[config.mk]
export PLATFORM = sky130hd
export DESIGN_NAME = sha512_mix_unit
export DESIGN_NICKNAME = d
export VERILOG_FILES = /design/src/rtl/sha512_mix_pkg.sv /design/src/rtl/sha512_mix_decode.sv /design/src/rtl/sha512_mix_core.sv /design/src/rtl/sha512_mix_unit.sv
export SDC_FILE = /design/constraint.sdc
export NUM_CORES = 1
export LEC_CHECK = 0
export BUFFER_PORTS_ARGS = -buffer_cell sky130_fd_sc_hd__buf_2
export CAP_MARGIN = 20
export CORE_MARGIN = 5
export CORE_UTILIZATION = 50
export DETAILED_ROUTE_END_ITERATION = 6
export GPL_TIMING_DRIVEN = 0
export PLACE_DENSITY = 0.72
export SETUP_SLACK_MARGIN = 0.02
export SLEW_MARGIN = 5
export SYNTH_ARGS = -nofsm -noshare
export SYNTH_HDL_FRONTEND = slang
export SYNTH_SLANG_ARGS = --single-unit
export TNS_END_PERCENT = 5
[constraint.sdc]
create_clock -name clk -period 4.13 [get_ports clk]
set_input_delay 0 -clock clk [delete_from_list [all_inputs] [get_ports clk]]
set_output_delay 0 -clock clk [all_outputs]
set_load 0.05 [all_outputs]
[src/rtl/sha512_mix_pkg.sv]
package sha512_mix_pkg;
  localparam int XW = 64;
  localparam int IW = 32;
  localparam int RW = 5;

  typedef enum logic [1:0] {OP_SG0 = 2'd0, OP_SG1 = 2'd1, OP_SM0 = 2'd2, OP_SM1 = 2'd3} mix_op_e;

  localparam logic [6:0] MAJ_OPC  = 7'b0010011;
  localparam logic [2:0] MIN_F3   = 3'b001;
  localparam logic [6:0] HI_FIELD = 7'b0001000;
  localparam logic [4:0] SEL_SG0  = 5'b00110;
  localparam logic [4:0] SEL_SG1  = 5'b00111;
  localparam logic [4:0] SEL_SM0  = 5'b00100;
  localparam logic [4:0] SEL_SM1  = 5'b00101;

  function automatic logic [XW-1:0] rotr(input logic [XW-1:0] x, input int unsigned n);
    logic [2*XW-1:0] dbl;
    dbl = {x, x} >> n;
    return dbl[XW-1:0];
  endfunction

  // Three-term mix; the last term is a shift when last_is_shift is set
  function automatic logic [XW-1:0] mix3(input logic [XW-1:0] x, input int unsigned a,
                                         input int unsigned b, input int unsigned c,
                                         input logic last_is_shift);
    logic [XW-1:0] t3;
    t3 = last_is_shift ? (x >> c) : rotr(x, c);
    return rotr(x, a) ^ rotr(x, b) ^ t3;
  endfunction

  function automatic logic [XW-1:0] mix_by_op(input mix_op_e op, input logic [XW-1:0] x);
    case (op)
      OP_SG0:  return mix3(x, 1, 8, 7, 1'b1);
      OP_SG1:  return mix3(x, 19, 61, 6, 1'b1);
      OP_SM0:  return mix3(x, 28, 34, 39, 1'b0);
      default: return mix3(x, 14, 18, 41, 1'b0);
    endcase
  endfunction
endpackage

[src/rtl/sha512_mix_decode.sv]
module sha512_mix_decode
  import sha512_mix_pkg::*;
(
  input  logic [IW-1:0] word,
  output logic          claim,
  output mix_op_e       op,
  output logic [RW-1:0] rd
);
  logic fixed_ok;
  logic sel_ok;

  assign fixed_ok = (word[6:0] == MAJ_OPC) && (word[14:12] == MIN_F3) &&
                    (word[31:25] == HI_FIELD);

  always_comb begin
    sel_ok = 1'b1;
    op     = OP_SG0;
    case (word[24:20])
      SEL_SG0: op = OP_SG0;
      SEL_SG1: op = OP_SG1;
      SEL_SM0: op = OP_SM0;
      SEL_SM1: op = OP_SM1;
      default: sel_ok = 1'b0;
    endcase
  end

  assign claim = fixed_ok && sel_ok;
  assign rd    = word[11:7];
endmodule

[src/rtl/sha512_mix_core.sv]
module sha512_mix_core
  import sha512_mix_pkg::*;
#(
  parameter int NOPS = 4
) (
  input  mix_op_e       op,
  input  logic [XW-1:0] x,
  output logic [XW-1:0] y
);
  logic [XW-1:0] lane [NOPS];

  for (genvar g = 0; g < NOPS; g++) begin : g_lane
    always_comb lane[g] = mix_by_op(mix_op_e'(2'(g)), x);
  end

  assign y = lane[op];
endmodule

[src/rtl/sha512_mix_unit.sv]
module sha512_mix_unit
  import sha512_mix_pkg::*;
#(
  parameter bit BASE_IS_64 = 1'b1
) (
  input  logic          clk,
  input  logic          rst,
  input  logic          issue_vld,
  input  logic [31:0]   ins_word,
  input  logic [63:0]   src_val,
  input  logic          hash_en,
  output logic [63:0]   res_out,
  output logic [4:0]    dst_idx,
  output logic          res_vld,
  output logic          bad_ins
);
  logic          claim;
  mix_op_e       dec_op;
  logic [RW-1:0] dec_rd;
  logic [XW-1:0] mix_val;
  logic          acc_hit;
  logic          trap_hit;
  logic [4:0]    unused_src_idx;

  assign unused_src_idx = ins_word[19:15];

  sha512_mix_decode i_dec (
    .word  (ins_word),
    .claim (claim),
    .op    (dec_op),
    .rd    (dec_rd)
  );

  sha512_mix_core #(.NOPS(4)) i_core (
    .op (dec_op),
    .x  (src_val),
    .y  (mix_val)
  );

  assign acc_hit  = issue_vld && claim && hash_en && BASE_IS_64;
  assign trap_hit = issue_vld && claim && !(hash_en && BASE_IS_64);

  always_ff @(posedge clk) begin
    if (rst) begin
      res_vld <= 1'b0;
      bad_ins <= 1'b0;
      res_out <= '0;
      dst_idx <= '0;
    end else begin
      res_vld <= acc_hit;
      bad_ins <= trap_hit;
      if (acc_hit) begin
        dst_idx <= dec_rd;
        res_out <= (dec_rd == '0) ? '0 : mix_val;
      end
    end
  end
endmodule

==> impl_table.tex, run 1 <==
\begin{tabular}{lr}
\hline
Metric & Value \\
\hline
\multicolumn{2}{l}{\textbf{Timing}} \\
Unrepaired setup endpoints after global routing & false \\
Fin Hold WS & about 56 ps \\
Post-route clock skew & 0 ps \\
Worst-Margin Slew & 1020 ps \\
Final Hold Fails & 0 \\
Highest achievable clock rate & 416 MHz \\
Final-layout setup total negative slack & 0 ps \\
Number of setup violations in the final report & 0 \\
Max-slew headroom & a little under a third \\
Time the final worst path needs with I/O delays and setup & 2400 ps \\
Final Max Slew Viols & 0 \\
Final Cycle Share & 58.2\% \\
\multicolumn{2}{l}{\textbf{Worst setup path}} \\
Critical Path, Cell by Cell & dlygate4sd3\_1 > buf\_2 > nor4b\_2 > nand4\_1 > nor2\_2 > clkbuf\_1 > o32ai\_1 \\
R2R setup slack & 3330 ps \\
Number of buffers and inverters on the critical path & 3 \\
Endpoint of the most critical setup path & res\_out[8] \\
Terminus of the critical flop-to-flop path & res\_out[12] \\
Worst Setup End Kind & register \\
Largest delay share family, worst path & simple AND/OR/NAND/NOR gates \\
Critical Path Source & ins\_word[26] \\
Required @ worst endpoint & around 4300 ps \\
Peak per-stage delay on the critical path & 690 ps \\
Cell depth of the worst setup path & 7 \\
Endpoint arrival time on the critical path & 2610 ps \\
Cell with the largest stage delay on the worst path & sky130\_fd\_sc\_hd\_\_nor2\_2 \\
Crit path max fanout & 10 \\
Startpoint types & input port \\
Worst r2r path cells & 2 \\
Setup Crit Path Kind & in -> reg \\
Reg-to-Reg Start & res\_out[12] \\
\multicolumn{2}{l}{\textbf{Logic synthesis}} \\
Number of flip-flops and latches in the synthesized netlist & 71 \\
Most common cell in the synthesized netlist & sky130\_fd\_sc\_hd\_\_xnor2\_1 \\
Post-synthesis cell area & 0.0102 sq mm \\
Leading register cell type out of synthesis & sky130\_fd\_sc\_hd\_\_dfxtp\_1 \\
Gate Count Post-Synth & between 900 and 1000 \\
Number of enable flip-flop cells after synthesis & 0 \\
Top cell type's share of synthesized area & 36.3\% \\
Asr flop ratio synth & 0\% \\
Avg Synthesized Cell Area & 10.6 sq um \\
Most area-hungry cell type in the Yosys netlist & sky130\_fd\_sc\_hd\_\_xnor3\_1 \\
Most numerous cell types in the synthesized netlist & 168 x sky130\_fd\_sc\_hd\_\_xnor2\_1, 165 x sky130\_fd\_sc\_hd\_\_xnor3\_1, 96 x sky130\_fd\_sc\_hd\_\_a211oi\_1 \\
Count of yosys warnings during synthesis & 0 \\
Number of distinct standard cells referenced by the synthesized netlist & 36 \\
Portion of the post-synthesis area used by sequential elements & between 10 and 15\% \\
Number of nets produced by synthesis & 1062 \\
Largest cells by area after synthesis & sky130\_fd\_sc\_hd\_\_xnor3\_1 36\%, sky130\_fd\_sc\_hd\_\_xnor2\_1 14\%, sky130\_fd\_sc\_hd\_\_dfxtp\_1 14\% \\
\multicolumn{2}{l}{\textbf{Routing}} \\
Remaining antenna violation count after routing & 0 \\
Detailed-route wire length & about 40000 microns \\
Wire per inst & 28.1 microns \\
Via-per-instance ratio & approximately 6.4 \\
Routed via count & 9017 \\
First drt pass iteration count & 6 \\
Number of remaining DRC errors & 0 \\
First-iteration detailed-routing DRC count & approximately 1300 \\
\multicolumn{2}{l}{\textbf{CTS}} \\
TritonCTS clock tree & done \\
Maximum root-to-sink buffer count & 2 \\
Sinks on the clock net & 71 \\
Clock root buffer master & sky130\_fd\_sc\_hd\_\_clkbuf\_16 \\
Cts bufs inserted & 9 \\
Post-CTS sizing & 0 \\
Clock latency on the worst-skew pair & approximately 360 ps \\
CTS H-tree depth & 3 \\
Clock-pin slew reported for the worst setup and hold paths after clock tree synthesis & $\sim$60 ps \\
Number of setup buffers added after CTS & 0 \\
\multicolumn{2}{l}{\textbf{Global route}} \\
Pin count of the biggest net entering global routing & 14 \\
M2 GR Usage & between 40 and 50\% \\
Remaining Overflow, GRT & 0 \\
GR met3 Demand/Resource & 11.6\% \\
Number of global-route vias before repair & 8868 \\
Met1 capacity usage during global routing & 42.0\% \\
Layer with the highest usage after global routing & met2 \\
Total routing resource utilization after global routing & between 30\% and 40\% \\
Antenna violations before repair & 0 \\
Wire length of the first global-routing pass & 57500 microns \\
\multicolumn{2}{l}{\textbf{Power and ir drop}} \\
IR drop worst, VDD & 0.000271 V \\
Portion of total power attributed to combinational logic & 46.8\% \\
Net switching power of the design & between 900 and 1000 uW \\
Sequential fraction of design power & roughly a quarter \\
Static Leak & 0.00555 uW \\
Power share of the clock group & 28.1\% \\
Switching Fraction & around 36\% \\
Power Density & about 230 mW/mm\^{}2 \\
Internal power consumption & 1750 uW \\
\multicolumn{2}{l}{\textbf{Floorplan}} \\
Top-Level Pins & approximately 170 \\
Die area & 0.0234 sq mm \\
Height of the chip & 153 microns \\
Horizontal die dimension & 153 microns \\
Num rows & 52 \\
Starting density of the core & between 50 and 60\% \\
Standard cell core area & 0.0202 sq mm \\
\multicolumn{2}{l}{\textbf{Cells and area}} \\
Multi-input gate area in the final layout & 0.00801 sq mm \\
Area growth from synthesis to layout & 14.5\% \\
Share of the core filled with cells in the final layout & between 50\% and 60\% \\
Final net count & between 1000 and 1500 \\
Share of final-layout standard cells stronger than drive strength 1 & around a quarter \\
Count of fill cells added during filler insertion & 1797 \\
Diode count & 0 \\
Combined flip-flop and latch cell area & $\sim$0.0014 sq mm \\
\multicolumn{2}{l}{\textbf{Min path}} \\
Number of cells traversed by the worst hold path & 4 \\
HP Class & in -> reg \\
Origin of the worst min-delay path & ins\_word[21] \\
\multicolumn{2}{l}{\textbf{Outcome}} \\
Outcome & complete, no violations \\
\multicolumn{2}{l}{\textbf{Placed design}} \\
Detailed Place HPWL & roughly 27000 microns \\
Routability congestion estimate from global placement & 0.985 \\
Number of buffers inserted by port buffering & 158 \\
\multicolumn{2}{l}{\textbf{Job}} \\
Max cap viols & 0 \\
\hline
\end{tabular}
-- state kept, by name, indices dropped and copies added, names as in the netlist --
| name | cells |
|---|---|
| bad_ins | 1 |
| res_out | 64 |
| res_vld | 1 |
| dst_idx | 5 |
-- power groups by stage --
stage,Clock [uW],Combinational [uW],Sequential [uW]
final,765,1270,684
after global routing,793,1310,684
after CTS,766,1230,684
after detailed placement,0,1220,700
after global placement,0,1210,700
after floorplan,0,910,700
-- how the worst min path moves through the flow --
stage	endpoint	slack [ps]
floorplan	dst_idx[0]	150
global placement	dst_idx[2]	280
detailed placement	dst_idx[2]	280
CTS	res_out[54]	60
global route	res_out[54]	140
finish	res_out[54]	60
-- layout by cell type, fill, tap and decap left out, types with 4 or more instances in the layout --
cell                              n
sky130_fd_sc_hd__buf_2          236
sky130_fd_sc_hd__xnor2_1        168
sky130_fd_sc_hd__xnor3_1        165
sky130_fd_sc_hd__a211oi_1        96
sky130_fd_sc_hd__nor2_1          82
sky130_fd_sc_hd__dfxtp_1         71
sky130_fd_sc_hd__o32ai_1         55
sky130_fd_sc_hd__nand2b_1        38
sky130_fd_sc_hd__clkbuf_1        30
sky130_fd_sc_hd__inv_1           25
sky130_fd_sc_hd__nor3_1          20
sky130_fd_sc_hd__mux2i_1         19
sky130_fd_sc_hd__nor3_2          19
sky130_fd_sc_hd__a21oi_1         16
sky130_fd_sc_hd__buf_6           15
sky130_fd_sc_hd__nand2_1         14
sky130_fd_sc_hd__clkbuf_16        9
sky130_fd_sc_hd__o32ai_2          8
sky130_fd_sc_hd__dlygate4sd3_1    8
sky130_fd_sc_hd__nand3_1          6
sky130_fd_sc_hd__o21ai_0          6
sky130_fd_sc_hd__a22oi_1          6
sky130_fd_sc_hd__buf_4            4
-- stage by stage --
step | worst slack [ps] | power, uW | std cells | cell area, sq um
finish | 1730 | 2720 | 1414 | 11700
global route | 1500 | 2780 | 1414 | 11700
CTS | 1720 | 2680 | 1414 | 11700
detailed placement | 1790 | 1920 | 1390 | 11400
global placement | 1840 | 1910 | 1390 | 11400
floorplan | 2700 | 1610 | 962 | 10200
-- final cells by class --
class                   instances  area share, %
inverters                      25          0.801
repair buffers                166           7.44
multi-input cells             739           68.4
clock inverters                 6          0.395
plain buffers                 127           5.99
clock buffers                  10           1.96
well taps                     270           2.89
flip-flops and latches         71           12.1
-- metal layers --
metal  wire length [microns]  vias up
met3                    5840      189
met5                       0        -
met4                    2480        0
li1                        -     3795
met1                   14300     4214
met2                   17100      819
-- worst min-delay path, stage by stage --
cell                       delay (ps)
sky130_fd_sc_hd__buf_2            120
sky130_fd_sc_hd__nand3_1           70
sky130_fd_sc_hd__o311ai_0          90
sky130_fd_sc_hd__o41ai_1           90
-- what timing repair did --
action	4_1_cts	5_1_grt
hold buffers	8	0
setup endpoints to repair	0	0
hold endpoints to repair	6	0
-- kinds of logic after synthesis --
group,after synthesis,synth area share (%)
flops,71,13.9
mux,19,1.86
compound gates,190,14.8
xor+xnor,333,50.7
buf+inv,152,7.78
simple gates,197,10.9
Power figures use the tool's default switching activity.
==> run 2, diff against run 1 <==
Clock period 4.13 ns to 2.45 ns, I/O delays scaled along.
==> run 2 against run 1 <==
Cell count stayed put. Sequential cell count unchanged. Power up 68%. Highest routed layer unchanged.
==> impl_table.tex, run 2 (synthesis gave the netlist of run 1 again) <==
\begin{tabular}{lr}
\hline
Metric & Value \\
\hline
\multicolumn{2}{l}{\textbf{Timing}} \\
Final setup margin & 236 ps (was 1730 ps) \\
Worst-Margin Slew & 1030 ps (was 1020 ps) \\
Post-route clock skew & 0 ps (unchanged) \\
Unrepaired setup endpoints after global routing & false (unchanged) \\
Final Max Slew Viols & 0 (unchanged) \\
Highest achievable clock rate & 452 MHz \\
Final Cycle Share & between 90\% and 100\% \\
Max-slew headroom & 31.1\% (was 31.7\%) \\
Time the final worst path needs with I/O delays and setup & 2210 ps \\
Final-layout setup total negative slack & 0 ps (unchanged) \\
Number of setup violations in the final report & 0 (unchanged) \\
Final Hold Fails & 0 (unchanged) \\
\multicolumn{2}{l}{\textbf{Cells and area}} \\
Combined flip-flop and latch cell area & 0.00142 sq mm (unchanged) \\
Register ranked first by flip-flop count & res\_out (unchanged) \\
Share of final-layout standard cells stronger than drive strength 1 & 26.7\% (unchanged) \\
Flip-flop count of the largest register, all copies and words added & 64 (unchanged) \\
Most frequent standard cell in the layout excluding fill and tap cells & sky130\_fd\_sc\_hd\_\_buf\_2 (unchanged) \\
Multi-input gate area in the final layout & 0.00801 sq mm (about the same) \\
Area growth from synthesis to layout & 14.6\% (was 14.5\%) \\
Highest-count cells in the layout ignoring fill and taps & 236 x sky130\_fd\_sc\_hd\_\_buf\_2, 168 x sky130\_fd\_sc\_hd\_\_xnor2\_1, 165 x sky130\_fd\_sc\_hd\_\_xnor3\_1 (unchanged) \\
Leading registers by flop count & res\_out: 64 flops, dst\_idx: 5 flops (unchanged) \\
Diode count & 0 (unchanged) \\
Final net count & 1239 (unchanged) \\
Count of fill cells added during filler insertion & 1797 (unchanged) \\
\multicolumn{2}{l}{\textbf{Worst setup path}} \\
Largest delay share family, worst path & buffers and inverters (was simple AND/OR/NAND/NOR gates) \\
Peak per-stage delay on the critical path & 530 ps (was 690 ps) \\
Endpoint arrival time on the critical path & 2420 ps (was 2610 ps) \\
Endpoint of the most critical setup path & res\_out[8] (unchanged) \\
Critical Path, Cell by Cell & dlygate4sd3\_1 > buf\_2 > nor4b\_2 > nand4\_1 > nor2\_4 > clkbuf\_1 > o32ai\_1 (was dlygate4sd3\_1 > buf\_2 > nor4b\_2 > nand4\_1 > nor2\_2 > clkbuf\_1 > o32ai\_1) \\
Startpoint types & input port (unchanged) \\
Terminus of the critical flop-to-flop path & res\_out[12] (unchanged) \\
Cell with the largest stage delay on the worst path & sky130\_fd\_sc\_hd\_\_dlygate4sd3\_1 (was sky130\_fd\_sc\_hd\_\_nor2\_2) \\
Required @ worst endpoint & 2660 ps (was 4340 ps) \\
Crit path max fanout & 10 (unchanged) \\
Worst r2r path cells & 2 (unchanged) \\
Cell depth of the worst setup path & 7 (unchanged) \\
Reg-to-Reg Start & res\_out[12] (unchanged) \\
Setup Crit Path Kind & in -> reg (unchanged) \\
R2R setup slack & 1650 ps (was 3330 ps) \\
Critical Path Source & ins\_word[26] (unchanged) \\
Worst Setup End Kind & register (unchanged) \\
Number of buffers and inverters on the critical path & 3 (unchanged) \\
\multicolumn{2}{l}{\textbf{Global route}} \\
Number of global-route vias before repair & 8868 (unchanged) \\
Pin count of the biggest net entering global routing & 14 (unchanged) \\
Wire length of the first global-routing pass & 57500 microns (unchanged) \\
Total routing resource utilization after global routing & 32.9\% (unchanged) \\
Remaining Overflow, GRT & 0 (unchanged) \\
Antenna violations before repair & 0 (unchanged) \\
\multicolumn{2}{l}{\textbf{Power and ir drop}} \\
Static Leak & 0.00555 uW (about the same) \\
Power Density & 391 mW/mm\^{}2 (was 233 mW/mm\^{}2) \\
IR drop worst, VDD & 0.000457 V (was 0.000271 V) \\
\multicolumn{2}{l}{\textbf{CTS}} \\
Clock latency on the worst-skew pair & 360 ps (about the same) \\
Clock root buffer master & sky130\_fd\_sc\_hd\_\_clkbuf\_16 (unchanged) \\
Number of setup buffers added after CTS & 0 (unchanged) \\
TritonCTS clock tree & done (unchanged) \\
CTS H-tree depth & 3 (unchanged) \\
Maximum root-to-sink buffer count & 2 (unchanged) \\
Clock-pin slew reported for the worst setup and hold paths after clock tree synthesis & 60 ps (about the same) \\
Cts bufs inserted & 9 (unchanged) \\
Sinks on the clock net & 71 (unchanged) \\
\multicolumn{2}{l}{\textbf{Routing}} \\
First-iteration detailed-routing DRC count & 1278 (was 1279) \\
Wire per inst & 28.1 microns (about the same) \\
Routed via count & 9007 (was 9017) \\
Detailed-route wire length & 39700 microns (was 39800 microns) \\
First drt pass iteration count & 5 (was 6) \\
Via-per-instance ratio & 6.37 (was 6.38) \\
Number of remaining DRC errors & 0 (unchanged) \\
Remaining antenna violation count after routing & 0 (unchanged) \\
\multicolumn{2}{l}{\textbf{Floorplan}} \\
Starting density of the core & 50.7\% (unchanged) \\
Num rows & 52 (unchanged) \\
Height of the chip & 153 microns (unchanged) \\
Horizontal die dimension & 153 microns (unchanged) \\
Standard cell core area & 0.0202 sq mm (unchanged) \\
Top-Level Pins & 171 (unchanged) \\
Die area & 0.0234 sq mm (unchanged) \\
\multicolumn{2}{l}{\textbf{Placed design}} \\
Post-place setup slack & 105 ps (was 1790 ps) \\
Detailed Place HPWL & 27500 microns (unchanged) \\
Number of buffers inserted by port buffering & 158 (unchanged) \\
Routability congestion estimate from global placement & 0.985 (unchanged) \\
\multicolumn{2}{l}{\textbf{Outcome}} \\
Outcome & complete, no violations (unchanged) \\
\multicolumn{2}{l}{\textbf{Job}} \\
Max cap viols & 0 (unchanged) \\
\multicolumn{2}{l}{\textbf{Min path}} \\
HP Class & in -> reg (unchanged) \\
\hline
\end{tabular}
## run 2: repair_timing
action | CTS | global route
resized for setup | 0 | 1
hold buffers | 8 | 0
endpoints found under the setup margin | 0 | 40
endpoints found under the hold margin | 6 | 0
## run 2: stage by stage
| step | hold WS, ps | utilization [%] | instance area, sq um | total power (uW) | std cells |
|---|---|---|---|---|---|
| 2_1_floorplan | 152 | - | 10200 | 2710 | 962 |
| 3_3_place_gp | 275 | 56.3 | 11400 | 3210 | 1390 |
| 3_5_place_dp | 280 | 56.3 | 11400 | 3230 | 1390 |
| 4_1_cts | 64.1 | 58.1 | 11700 | 4520 | 1414 |
| 5_1_grt | 135 | 58.1 | 11700 | 4690 | 1414 |
| 6_report | 57.9 | 58.1 | 11700 | 4580 | 1414 |
## run 2: worst min path at each step
stage,from,endpoint,cells past startpoint
2_1_floorplan,ins_word[7],dst_idx[0],2
3_3_place_gp,ins_word[9],dst_idx[2],3
3_5_place_dp,ins_word[9],dst_idx[2],3
4_1_cts,ins_word[21],res_out[54],4
5_1_grt,ins_word[21],res_out[54],4
6_report,ins_word[21],res_out[54],4
## run 2: where the power goes
| group | switching [uW] | leakage, uW | total, uW | internal [uW] |
|---|---|---|---|---|
| Combinational | 1030 | 0.00485 | 2140 | 1110 |
| Clock | 591 | 0.000129 | 1280 | 691 |
| Sequential | 0.000178 | 0.000571 | 1150 | 1150 |
| Total | 1620 | 0.00555 | 4580 | 2960 |
## run 2: cell type report
| cell class | instances | share of cell area, % |
|---|---|---|
| Multi-Input combinational cell | 739 | 68.4 |
| Sequential cell | 71 | 12.1 |
| Timing Repair Buffer | 166 | 7.43 |
| Buffer | 127 | 5.99 |
| Tap cell | 270 | 2.88 |
| Clock buffer | 10 | 1.95 |
| Inverter | 25 | 0.801 |
| Clock inverter | 6 | 0.395 |
## run 2: per-layer routing
| layer | vias to the layer above | GRT usage [%] | part of all wire, % |
|---|---|---|---|
| met5 | - | 0 | 0 |
| met1 | 4223 | 42.0 | 36 |
| met2 | 800 | 49.2 | 43 |
| met3 | 184 | 11.6 | 14 |
| li1 | 3800 | - | - |
| met4 | 0 | 17.3 | 6.2 |
## run 2: worst register-to-register path: stages, from the launching register on
cell	delay, ps
sky130_fd_sc_hd__dfxtp_1	340
sky130_fd_sc_hd__inv_1	50
sky130_fd_sc_hd__o32ai_1	310
